File: src/rtl/sb_pkg.sv
package sb_pkg;
   localparam int NUM_SLOTS = 2;

   typedef enum logic [1:0] {
      LK_HOLD = 2'd0,
      LK_SET  = 2'd1,
      LK_CLR  = 2'd2
   } lk_act_e;
endpackage

File: src/rtl/sb_addr_decode.sv
module sb_addr_decode #(
   parameter int NREG = 32,
   parameter int AW   = 5,
   parameter int N    = 4
) (
   input  logic [N*AW-1:0] addr,
   input  logic [N-1:0]    vld,
   output logic [NREG-1:0] mask
);
   always_comb begin
      mask = '0;
      for (int i = 0; i < N; i++) begin
         if (vld[i] && (addr[i*AW +: AW] != '0) && (32'(addr[i*AW +: AW]) < NREG))
            mask[addr[i*AW +: AW]] = 1'b1;
      end
   end
endmodule

File: src/rtl/sb_lock_table.sv
module sb_lock_table
   import sb_pkg::*;
#(
   parameter int NREG = 32
) (
   input  logic            clk,
   input  logic            rst_n,
   input  logic [NREG-1:0] set_mask,
   input  logic [NREG-1:0] clr_mask,
   output logic [NREG-1:0] lock_q
);
   for (genvar r = 0; r < NREG; r++) begin : g_bit
      if (r == 0) begin : g_zero
         logic unused_zero;
         assign unused_zero = set_mask[0] | clr_mask[0];
         assign lock_q[0]   = 1'b0;
      end else begin : g_live
         lk_act_e act;
         logic    q;
         always_comb begin
            if (set_mask[r])      act = LK_SET;
            else if (clr_mask[r]) act = LK_CLR;
            else                  act = LK_HOLD;
         end
         always_ff @(posedge clk or negedge rst_n) begin
            if (!rst_n) q <= 1'b0;
            else begin
               case (act)
                  LK_SET:  q <= 1'b1;
                  LK_CLR:  q <= 1'b0;
                  default: q <= q;
               endcase
            end
         end
         assign lock_q[r] = q;
      end
   end
endmodule

File: src/rtl/sb_hazard.sv
module sb_hazard #(
   parameter int NREG = 32
) (
   input  logic            pair_valid,
   input  logic [NREG-1:0] lock_q,
   input  logic [NREG-1:0] rd_mask,
   input  logic [NREG-1:0] wr_mask,
   output logic            stall,
   output logic            issue
);
   logic raw_hit, waw_hit;
   assign raw_hit = |(lock_q & rd_mask);
   assign waw_hit = |(lock_q & wr_mask);
   assign stall   = pair_valid & (raw_hit | waw_hit);
   assign issue   = pair_valid & ~(raw_hit | waw_hit);
endmodule

File: src/rtl/vlu_lock_sb.sv
module vlu_lock_sb
   import sb_pkg::*;
#(
   parameter int NREG         = 32,
   parameter int SRC_PER_SLOT = 4,
   parameter int DST_PER_SLOT = 2,
   parameter int WB_PORTS     = 2,
   localparam int AW          = (NREG > 1) ? $clog2(NREG) : 1,
   localparam int NS          = NUM_SLOTS * SRC_PER_SLOT,
   localparam int ND          = NUM_SLOTS * DST_PER_SLOT
) (
   input  logic                   clk,
   input  logic                   rst_n,
   input  logic                   pair_valid,
   input  logic [NS*AW-1:0]       src_addr,
   input  logic [NS-1:0]          src_vld,
   input  logic [ND*AW-1:0]       dst_addr,
   input  logic [ND-1:0]          dst_vld,
   input  logic [NUM_SLOTS-1:0]   slot_vl,
   input  logic [WB_PORTS-1:0]    wb_vld,
   input  logic [WB_PORTS*AW-1:0] wb_addr,
   output logic                   stall
);
   if (NREG < 2) begin : g_bad_nreg
      $error("vlu_lock_sb: NREG must be at least 2");
   end
   if (SRC_PER_SLOT < 1 || DST_PER_SLOT < 1) begin : g_bad_fields
      $error("vlu_lock_sb: each slot needs a source and a destination field");
   end
   if (WB_PORTS < 1) begin : g_bad_wb
      $error("vlu_lock_sb: at least one writeback port is required");
   end

   logic [NREG-1:0] lock_q, rd_mask, wr_mask, set_mask, clr_mask;
   logic [ND-1:0]   lock_vld;
   logic            issue;

   for (genvar s = 0; s < NUM_SLOTS; s++) begin : g_slot
      for (genvar k = 0; k < DST_PER_SLOT; k++) begin : g_dst
         assign lock_vld[s*DST_PER_SLOT+k] = dst_vld[s*DST_PER_SLOT+k] & slot_vl[s] & issue;
      end
   end

   sb_addr_decode #(.NREG(NREG), .AW(AW), .N(NS)) u_rd_dec (
      .addr(src_addr), .vld(src_vld), .mask(rd_mask));
   sb_addr_decode #(.NREG(NREG), .AW(AW), .N(ND)) u_wr_dec (
      .addr(dst_addr), .vld(dst_vld), .mask(wr_mask));
   sb_addr_decode #(.NREG(NREG), .AW(AW), .N(ND)) u_set_dec (
      .addr(dst_addr), .vld(lock_vld), .mask(set_mask));
   sb_addr_decode #(.NREG(NREG), .AW(AW), .N(WB_PORTS)) u_clr_dec (
      .addr(wb_addr), .vld(wb_vld), .mask(clr_mask));

   sb_hazard #(.NREG(NREG)) u_haz (
      .pair_valid(pair_valid), .lock_q(lock_q), .rd_mask(rd_mask),
      .wr_mask(wr_mask), .stall(stall), .issue(issue));

   sb_lock_table #(.NREG(NREG)) u_tbl (
      .clk(clk), .rst_n(rst_n), .set_mask(set_mask),
      .clr_mask(clr_mask), .lock_q(lock_q));
endmodule

File: config.mk
export PLATFORM = sky130hd
export DESIGN_NAME = vlu_lock_sb
export DESIGN_NICKNAME = d
export VERILOG_FILES = /design/src/rtl/sb_pkg.sv /design/src/rtl/sb_addr_decode.sv /design/src/rtl/sb_lock_table.sv /design/src/rtl/sb_hazard.sv /design/src/rtl/vlu_lock_sb.sv
export SDC_FILE = /design/constraint.sdc
export NUM_CORES = 1
export LEC_CHECK = 0
export ABC_AREA = 1
export BUFFER_PORTS_ARGS = -buffer_cell sky130_fd_sc_hd__buf_4
export CAP_MARGIN = 20
export CORE_MARGIN = 1.5
export CORE_UTILIZATION = 40
export DETAILED_ROUTE_END_ITERATION = 8
export SLEW_MARGIN = 40
export SYNTH_ARGS = -nofsm -noshare
export SYNTH_HDL_FRONTEND = slang
export SYNTH_SLANG_ARGS = --single-unit
File: constraint.sdc
create_clock -name clk -period 2.1 [get_ports clk]
set_input_delay 0.42 -clock clk [delete_from_list [all_inputs] [get_ports clk]]
set_output_delay 0.42 -clock clk [all_outputs]
set_load 0.01 [all_outputs]
======== Word-level counts from Yosys, hierarchy flattened ========
Index checks and enable logic that the tools add are counted.
cells by class
  $add $sub $neg .......................... 0
  $mul .................................... 0
  divide/modulo/power cells ............... 0
  $lt $le $gt $ge ......................... 28
  equality and inequality tests ........... 62
  shift operators ......................... 0
  multiplexer cells ....................... 139
  bitwise gates (word level) .............. 28
  reduce and logical (&&, ||, !) cells .... 79
operator list
  kind                                                  count
  2-to-1 mux 32 bit                                     18
  OR 32 bit                                             14
  2-to-1 mux 2 bit                                      62
  < comparator 5 x 6 -> 1 bit (second input constant)   14
  demux 1 bit (select 5 bit)                            14
  >= comparator 5 x 1 -> 1 bit (second input constant)  14
  nonzero test 5 bit                                    14
  bitwise AND 32 bit                                    2
  OR reduction 32 bit                                   2
  == test 2 x 1 -> 1 bit (second input constant)        31
  == test 2 bit (second input constant)                 31
  one-hot mux 1 bit (2 select lines)                    31
  nonzero test 2 bit                                    31
  logical AND 1 bit                                     32
  2-to-1 mux 1 bit                                      14
  bitwise AND 1 bit                                     10
  inverter 1 bit                                        1
  OR 1 bit                                              1
storage, ports and cells
  register bits ........................... 31
  latch bits .............................. 0
  RAM bits ................................ 0
  ROM bits ................................ 0
  memories ................................ 0

======== Longest topological paths before layout ========
Gate-level depths: netlist of run 1.
  depth in word-level cells ............... 36
  mapped depth ............................ 21
  gate-level depth less buffers ........... 20

======== By module ========
From an unflattened synthesis of run 1, not the netlist that was laid out.
unflattened totals
  cell total of the unflattened synthesis .. 1,695
  area total of the unflattened synthesis .. 8,104.0 um^2
modules (own cells, without submodules)
  module                       times used  cells each  area each (um^2)  sequential area each (um^2)
  sb_addr_decode at u_rd_dec   1           612         2,708.8           0.0
  sb_lock_table                1           188         1,485.2           775.7
  sb_addr_decode at u_set_dec  1           324         1,463.9           0.0
  sb_addr_decode at u_wr_dec   1           287         1,336.3           0.0
  sb_addr_decode at u_clr_dec  1           144         578.1             0.0
  sb_hazard                    1           130         494.2             0.0
  vlu_lock_sb                  1           10          37.5              0.0

======== Least setup slack after synthesis of run 1 ========
Ideal clock, no wire load.
  kind .................................... input -> register
  start point ............................. input dst_vld[2]
  end point ............................... register u_tbl.g_bit[25].g_live.q
  arrival time ............................ 2.177 ns
  data required time ...................... 2.033 ns
  setup slack ............................. -0.144 ns
  stages .................................. 17
  cell sequence ........................... buf_2 -> nand3_1 -> nor2_1 -> nor2_1 -> nand3_1 -> nand2_1 -> nand2_1 -> inv_1 -> nand3_1 -> nor2_2 -> nand4_2 -> nor2_4 -> nand2_4 -> nor2_4 -> buf_8 -> nand2_1 -> nand3_2
on the way
  cells in the longest elaborated chain, start to end .. 21
  elaborated cells between the ends (all ways) .. 30
ends and longest elaborated chain
  what                                                                      line                  source
  from (decl)                                                               vlu_lock_sb.sv:18     input logic [ND-1:0] dst_vld,
  logical AND 1 bit                                                         sb_addr_decode.sv:13  if (vld[i] && (addr[i*AW +: AW] != '0) && (32'(addr[i*AW +: AW]) < NREG))
  2-to-1 mux 32 bit                                                         sb_addr_decode.sv:13
  OR 32 bit (no source line)                                                --
  2-to-1 mux 32 bit                                                         sb_addr_decode.sv:13
  bitwise AND 32 bit                                                        sb_hazard.sv:13       assign waw_hit = |(lock_q & wr_mask);
  OR reduction 32 bit                                                       sb_hazard.sv:13
  OR 1 bit                                                                  sb_hazard.sv:15       assign issue = pair_valid & ~(raw_hit | waw_hit);
  inverter 1 bit                                                            sb_hazard.sv:15
  [... 5 more ...]                                                          --
  2-to-1 mux 32 bit                                                         sb_addr_decode.sv:13
  OR 32 bit (no source line)                                                --
  2-to-1 mux 32 bit                                                         sb_addr_decode.sv:13
  OR 32 bit (no source line)                                                --
  2-to-1 mux 32 bit (*)                                                     sb_addr_decode.sv:13
  2-to-1 mux 2 bit (*)                                                      sb_lock_table.sv:21   if (set_mask[r]) act = LK_SET;
  == test 2 bit or == test 2 x 1 -> 1 bit (tied branches)                   sb_lock_table.sv:28   case (act)
  one-hot mux 1 bit (2 select lines) or nonzero test 2 bit (tied branches)  --
  to (signal assigned)                                                      sb_lock_table.sv:31   default: q <= q;
  to (decl)                                                                 sb_lock_table.sv:19   logic q;
Every way passes the cells marked *; elsewhere a longest branch is shown, timed or not.
A chain may end at the register's enable or synchronous reset.

======== Worst setup path in the final report of run 1 ========
  start point ............................. input dst_addr[8]
  end point ............................... output stall
on the way
  cells in the longest elaborated chain, start to end .. 14
  elaborated cells between the ends (all ways) .. 17
ends and longest elaborated chain
  what                                                                                               line                  source
  from (decl)                                                                                        vlu_lock_sb.sv:17     input logic [ND*AW-1:0] dst_addr,
  < comparator 5 x 6 -> 1 bit (not written as such) or >= comparator 5 x 1 -> 1 bit (tied branches)  sb_addr_decode.sv:14  mask[addr[i*AW +: AW]] = 1'b1;
  logical AND 1 bit (not written as such)                                                            sb_addr_decode.sv:14
  2-to-1 mux 1 bit (not written as such)                                                             sb_addr_decode.sv:14
  demux 1 bit (select 5 bit)                                                                         --
  OR 32 bit (no source line)                                                                         --
  2-to-1 mux 32 bit (*)                                                                              sb_addr_decode.sv:13
  OR 32 bit (no source line)                                                                         --
  2-to-1 mux 32 bit (*)                                                                              sb_addr_decode.sv:13
  OR 32 bit (no source line)                                                                         --
  2-to-1 mux 32 bit (*)                                                                              sb_addr_decode.sv:13
  bitwise AND 32 bit (*)                                                                             sb_hazard.sv:13
  OR reduction 32 bit (*)                                                                            sb_hazard.sv:13
  OR 1 bit (*)                                                                                       sb_hazard.sv:14       assign stall = pair_valid & (raw_hit | waw_hit);
  bitwise AND 1 bit (*)                                                                              sb_hazard.sv:14
  to (decl)                                                                                          vlu_lock_sb.sv:22     output logic stall
Marks and branches as above.

==> summary.txt, run 1 <==
Status
  • Outcome: complete, but fails checks
  • Violated checks: negative setup slack

Layout
  • Layout cells sized above 1: 33.6%
  • Fin nets: 1883
  • Most flops, register: u_tbl.g_bit.g_live.q
  • Area grow syn2layout: 55.0%
  • Top Registers: u_tbl.g_bit.g_live.q: 31 flops
  • Final Cell Area: 11100 um2
  • Fin cells: 2021
  • Max FFs per register: 31

Worst setup path
  • CP cell instances: buf_8, nor2_4, nand3_4, nand2_8, o21ai_0, buf_4, o21ai_1, nand3_2, nor2_4, nand2_2, nor2_4, nand3_2, nand2_2, inv_2, buf_6
  • Critical path fanouts, max: 8
  • RR Endpoint: u_tbl.g_bit[5].g_live.q
  • Critical Path Max Stage Delay: 0.21 ns
  • Slowest stage cell, crit path: nand3_4
  • R2R setup slack: -0.02 ns
  • Startpoint Class: input pin
  • WP data required: 1.68 ns
  • Most common cell on crit path: nor2_4
  • Cells on worst reg2reg path: 15
  • Crit path arrival time: 2.29 ns
  • Crit. End Element: output pin
  • FF-to-FF Start: u_tbl.g_bit[31].g_live.q
  • Critical path class: in -> out

Power
  • VDD IR-drop max: 313 uV
  • Leak pwr: 5.96 nW
  • Tot Pwr: 4.19 mW
  • Power per cell area: 377 nW/um2

GRT
  • Grt met3 use: 12.0%
  • Vias in the first global route: 10800
  • Antenna violations before repair: 3
  • Largest net degree at the start of global routing: 32
  • GRT Resource Usage Total: 45.1%
  • Grt met2 use: 72.8%
  • Remaining Overflow, GRT: 0
  • Met1 GRT Util: 47.8%
  • First-pass GRT wire length: 61700 um
  • Grt peak-use layer: met2

STA
  • Final period utilization: 129%
  • Final Setup Violations: 32
  • Final Max Slew Viols: 0
  • Final WS setup: -0.611 ns
  • Minimum clock period: 2.71 ns
  • Final Hold Viols: 0
  • Slew headroom: 60.3%
  • Fin Clk Skew: 0.0107 ns
  • RSZ-0062 raised after global routing: yes
  • FMAX: 369 MHz
  • Setup TNS: -16.17 ns
  • Fin Hold WS: 0.0758 ns
  • Worst Max-Slew Pin Slew: 0.594 ns

Synth
  • Post-synth EDFFs: 0
  • Simple-gate portion of the synthesized area: 63.2%
  • Post-Synthesis Cells: 1416
  • Avg Inst Size Synth: 5.05 um2
  • Compound-gate portion of the synthesized area: 12.8%
  • Synthesis Warnings: 0
  • Mapped Area: 7150 um2
  • Post-synth top cells: nand2_1, nor2_1, inv_1, nand3_1, nand4_1
  • Syn Nets: 1505
  • Cell taking the most area after synthesis: nand2_1
  • Seq/Total Area, Yosys: 10.8%
  • XOR/XNOR Fraction of Synth Area: 0%
  • Largest family of logic cells by synthesized area: simple AND/OR/NAND/NOR gates
  • Async set-or-reset flop fraction in the synthesized netlist: 100%
  • Main flop type after synthesis: dfrtp_1
  • Post-Synth Adder-Cell Area: 0%
  • Area share of the largest cell type after synthesis: 22.2%
  • Mux contribution to synthesized area: 0%
  • Synth area leaders: nand2_1, nor2_1, dfrtp_1
  • Netlist cell types: 37
  • Synth Register Bits: 31
  • Count leader, synth: nand2_1

Clock tree
  • CTS Buf Count: 5
  • Hold_buf cts: 0
  • Sink Count: 31
  • Clock Root Buffer: clkbuf_16
  • CTS H-Tree Depth: 2
  • Max Root-Sink Buffers: 2
  • CTS tree: done
  • CTS clk-pin slew, worst paths: 0.05 ns
  • Clk_lat worst skew: 0.29 ns

Route
  • Post-route antenna net violation count: 0
  • Final WL: 41700 um
  • WL per Instance: 20.6 um
  • Via count: 11500
  • DRC Markers: 0
  • Post-DR vias/cell: 5.69
  • DRT iter0 DRCs: 1497
  • DRT Pass-1 Iters: 7

Die
  • I/O pin cnt: 90
  • Initial Util: 41.2%
  • Die area: 18700 um2
  • Die width: 137 um
  • Die height: 137 um
  • Rows: 48
  • Core area: 17400 um2

Placed design
  • Hpwl dp: 34100 um
  • Gp weighted congestion: 1.10
  • Port bufs: 89
  • Dpl cell area: 10300 um2
  • Placed insts: 1997

Hold path
  • Hold Crit Class: in -> async

Job
  • MaxCap Viol Count: 0
==> report_power, final <==
group	total [mW]	switching [mW]	leakage, nW	internal [mW]
logic	2.43	1.35	5.47	1.07
clock network	0.751	0.288	0.0727	0.463
registers	1.01	0.233	0.412	0.776
==> worst max-delay path: cells and delay by family <==
kind	cells	cell delay [ns]
and+or+nand+nor	9	1.17
AOI/OAI and AO/OA	2	0.29
buffers and inverters	4	0.41
==> through the flow <==
step / utilization (%) / worst slack (ns)
CTS: 62.4 / -0.471
global placement: 59.5 / -0.792
detailed placement: 59.5 / -0.853
finish: 63.9 / -0.611
global route: 63.9 / -0.700
floorplan: - / -0.0874
==> routing by layer <==
metal / up-vias / part of all wire, %
li1: 5376 / -
met1: 5080 / 34
met2: 785 / 45
met3: 251 / 9.5
met4: 2 / 11
met5: - / 0.031
==> how the worst max path moves through the flow <==
stage	cells after the start	startpoint	end
3_3_place_gp	17	src_vld[3]	stall
2_1_floorplan	19	src_addr[29]	u_tbl.g_bit[21].g_live.q
4_1_cts	17	dst_addr[9]	stall
6_report	15	dst_addr[8]	stall
3_5_place_dp	20	src_vld[3]	u_tbl.g_bit[28].g_live.q
5_1_grt	15	dst_addr[8]	stall
==> placed cells by master (no fill, tap or decap), drive strengths merged <==
| master | Yosys | layout |
|---|---|---|
| o211ai | 35 | 35 |
| o22ai | 11 | 11 |
| bufbuf | 0 | 1 |
| inv | 197 | 197 |
| clkinvlp | 0 | 1 |
| a21oi | 14 | 14 |
| nand3 | 166 | 166 |
| dfrtp | 31 | 31 |
| o311ai | 7 | 7 |
| o21ai | 68 | 68 |
| nand4 | 69 | 69 |
| buf | 27 | 400 |
| nor2 | 293 | 293 |
| clkinv | 2 | 2 |
| o221ai | 2 | 2 |
| a31oi | 1 | 1 |
| clkbuf | 4 | 6 |
| a22oi | 2 | 2 |
| or2 | 7 | 7 |
| o21bai | 1 | 1 |
| nor3 | 43 | 43 |
| nand2 | 432 | 433 |
| o21a | 2 | 2 |
| diode | 0 | 2 |
| nand3b | 2 | 2 |
==> area by class of cell <==
type                       instances  area [um2]
tap                              225         282
clock inverter                     1        5.00
fill                            1740        6270
antenna                            2        5.00
clock buffer                       6         139
multi-input combinational       1156        5950
sequential                        31         776
inverter                         199         753
timing repair buffer             401        3180
==> repair_timing <==
item                                    4_1_cts  5_1_grt
buffers inserted                              8        4
pin swaps                                    22       30
gates cloned                                  3        1
gates resized for setup                      68       55
endpoints found under the setup margin       32       32
hold endpoints to repair                      0        0
==> kinds of logic (layout without fill, tap and decap cells) <==
logic type / Yosys count / in the layout
AOI/OAI and AO/OA: 143 / 143
buffers and inverters: 230 / 607
DFF: 31 / 31
other: 0 / 2
and+or+nand+nor: 1012 / 1013
Power figures use the tool's default switching activity.
==> inputs of run 2 (changes only) <==
--- a/config.mk
+++ b/config.mk
@@ -8,9 +8,10 @@
 export ABC_AREA = 1
 export BUFFER_PORTS_ARGS = -buffer_cell sky130_fd_sc_hd__buf_4
 export CAP_MARGIN = 20
-export CORE_MARGIN = 1.5
+export CORE_MARGIN = 5
 export CORE_UTILIZATION = 40
 export DETAILED_ROUTE_END_ITERATION = 8
+export MAX_ROUTING_LAYER = met4
 export SLEW_MARGIN = 40
 export SYNTH_ARGS = -nofsm -noshare
 export SYNTH_HDL_FRONTEND = slang
==> summary.txt, run 2 (synthesis results as in run 1) <==
Status
  • Outcome: complete, but fails checks
  • Violated checks: negative setup slack

Clock tree
  • Hold_buf cts: 0 (unchanged)
  • CTS Buf Count: 5 (unchanged)
  • Max Root-Sink Buffers: 2 (unchanged)
  • CTS tree: done
  • Sink Count: 31 (unchanged)
  • Clk_lat worst skew: 0.28 ns (about the same)
  • CTS H-Tree Depth: 2 (unchanged)
  • Clock Root Buffer: clkbuf_16
  • CTS clk-pin slew, worst paths: 0.06 ns (about the same)

Power
  • Power per cell area: 361 nW/um2 (-4.3%)
  • Tot Pwr: 4.06 mW (-3.0%)
  • Leak pwr: 6.04 nW (+1.3%)
  • VDD IR-drop max: 302 uV (-3.6%)

Placed design
  • Placed insts: 2006 (+0.45%)
  • Dpl cell area: 10400 um2 (+0.65%)
  • Gp weighted congestion: 1.10 (-0.53%)
  • Setup WS pre-CTS: -0.756 ns (+0.0961 ns)
  • Port bufs: 89 (unchanged)
  • Hpwl dp: 33600 um (-1.7%)

Route
  • Post-DR vias/cell: 5.54 (-2.5%)
  • Final WL: 40400 um (-3.1%)
  • Metal-1 WL: 14500 um (+0.70%)
  • DRT Pass-1 Iters: 6 (-1)
  • WL per Instance: 19.8 um (-4.0%)
  • DRT iter0 DRCs: 1177 (-21%)
  • DR WL met2: 18800 um (about the same)
  • Via count: 11300 (-1.5%)
  • Post-route antenna net violation count: 0 (unchanged)
  • Metal3 WL: 2670 um (-32%)
  • DR top layer: met4
  • DRC Markers: 0 (unchanged)

Layout
  • Most flops, register: u_tbl.g_bit.g_live.q
  • Fin nets: 1900 (+0.90%)
  • Commonest non-fill, non-tap cell in the layout: buf_4
  • Max FFs per register: 31 (unchanged)
  • Area grow syn2layout: 57.0%
  • Layout cells sized above 1: 34.7% (+1.0 points)
  • Fin cells: 2041 (+0.99%)
  • Final Cell Area: 11200 um2 (+1.3%)
  • Fillers: 1774 (+2.0%)
  • Top Registers: u_tbl.g_bit.g_live.q: 31 flops
  • Most frequent cells in the layout: buf_4, nand2_1, nor2_1
  • Antenna diodes: 0 (-2)
  • Final core utilization: 63.2% (-0.72 points)

STA
  • RSZ-0062 raised after global routing: yes
  • FMAX: 376 MHz (+2.0%)
  • Final Setup Violations: 32 (unchanged)
  • Final period utilization: 127% (-2.5 points)
  • Final Max Slew Viols: 0 (unchanged)
  • Slew headroom: 55.5% (-4.7 points)
  • Fin Clk Skew: 0.00538 ns (-0.00537 ns)
  • Minimum clock period: 2.66 ns (-0.0525 ns)
  • Final Hold Viols: 0 (unchanged)
  • Worst Max-Slew Pin Slew: 0.662 ns (+0.0688 ns)
  • Final WS setup: -0.558 ns (+0.0525 ns)

Worst setup path
  • FF-to-FF Start: u_tbl.g_bit[26].g_live.q
  • Startpoint Class: input pin
  • Crit path from: dst_vld[2]
  • Crit path arrival time: 2.24 ns (-0.05 ns)
  • WP data required: 1.68 ns (about the same)
  • Critical path class: in -> out
  • R2R setup slack: 0.01 ns (+0.03 ns)
  • RR Endpoint: u_tbl.g_bit[26].g_live.q
  • Critical path fanouts, max: 6 (-2)
  • Crit. End Element: output pin
  • Cells on worst reg2reg path: 13 (-2)

GRT
  • Largest net degree at the start of global routing: 32 (unchanged)
  • GRT Resource Usage Total: 39.4% (-5.8 points)
  • Vias in the first global route: 10700 (-0.53%)
  • Remaining Overflow, GRT: 0 (unchanged)
  • Antenna violations before repair: 0 (-3)
  • First-pass GRT wire length: 60000 um (-2.7%)

Die
  • Core area: 17800 um2 (+2.4%)
  • Die area: 20700 um2 (+11%)
  • Die height: 144 um (+5.1%)
  • I/O pin cnt: 90 (unchanged)
  • Die width: 144 um (+5.1%)
  • Rows: 49 (+2.1%)
  • Initial Util: 40.2% (-0.98 points)

Job
  • MaxCap Viol Count: 0 (unchanged)

Hold path
  • Hold Crit Class: in -> async
run 2: cell types whose count changed in the layout (fill, tap and decap cells not counted), moves of 3 or more:
cell	delta
clkinvlp_4	+3
nor2_2	+6
o21ai_0	-3
nand3_2	+10
nand2_2	-4
buf_6	+5
nor2_4	-3
o21ai_2	+3
nand3_1	-7
buf_4	+10
nand2_1	+3
run 2: critical path: stages:
cell	delay (ns)
buf_4	0.14
buf_4	0.16
nand2_1	0.13
or2_2	0.13
nand2_1	0.16
nor2_1	0.17
nor2_1	0.07
nor2_1	0.10
nand2_1	0.10
nor2_4	0.13
nand2_1	0.08
nor2_2	0.10
nand3_2	0.11
nand2_1	0.09
inv_1	0.04
buf_6	0.11
run 2: repair_timing:
action / in CTS / in global routing
pin swaps: 26 / 44
endpoints found under the setup margin: 32 / 32
gates resized for setup: 71 / 66
gates cloned: 3 / 1
setup buffers: 22 / 5
run 2: layer usage:
metal / GRT usage [%] / up-vias
li1: - / 5410
met1: 42.7 / 5095
met2: 64.1 / 597
met3: 4.16 / 214
met4: 33.8 / 0
met5: - / -
run 2: final cells by class:
class                      count  area [um2]  share of cell area (%)
clock buffer                   5         125                    1.11
clock inverter                 3        20.0                   0.178
inverter                     199         759                    6.76
multi-input combinational   1157        5960                    53.1
sequential                    31         776                    6.91
tap                          229         287                    2.55
timing repair buffer         417        3300                    29.4
run 2: how the worst max path moves through the flow:
stage	endpoint	slack (ns)	depth (start not counted)
detailed placement	u_tbl.g_bit[26].g_live.q	-0.76	20
global placement	u_tbl.g_bit[13].g_live.q	-0.76	20
finish	stall	-0.56	16
global route	stall	-0.68	20
floorplan	u_tbl.g_bit[21].g_live.q	-0.09	19
CTS	stall	-0.52	18
run 2: stage by stage:
| stage | hold slack [ns] | TNS [ns] |
|---|---|---|
| final | 0.0833 | -14.24 |
| after global routing | 0.118 | -18.37 |
| after CTS | 0.0972 | -11.43 |
| after detailed placement | 0.392 | -22.36 |
| after global placement | 0.392 | -22.29 |
| after floorplan | 0.124 | -1.44 |
run 2: where the power goes:
group	total [mW]	switching (mW)	internal, mW
logic	2.32	1.29	1.03
registers	1.01	0.233	0.775
clock network	0.731	0.295	0.437
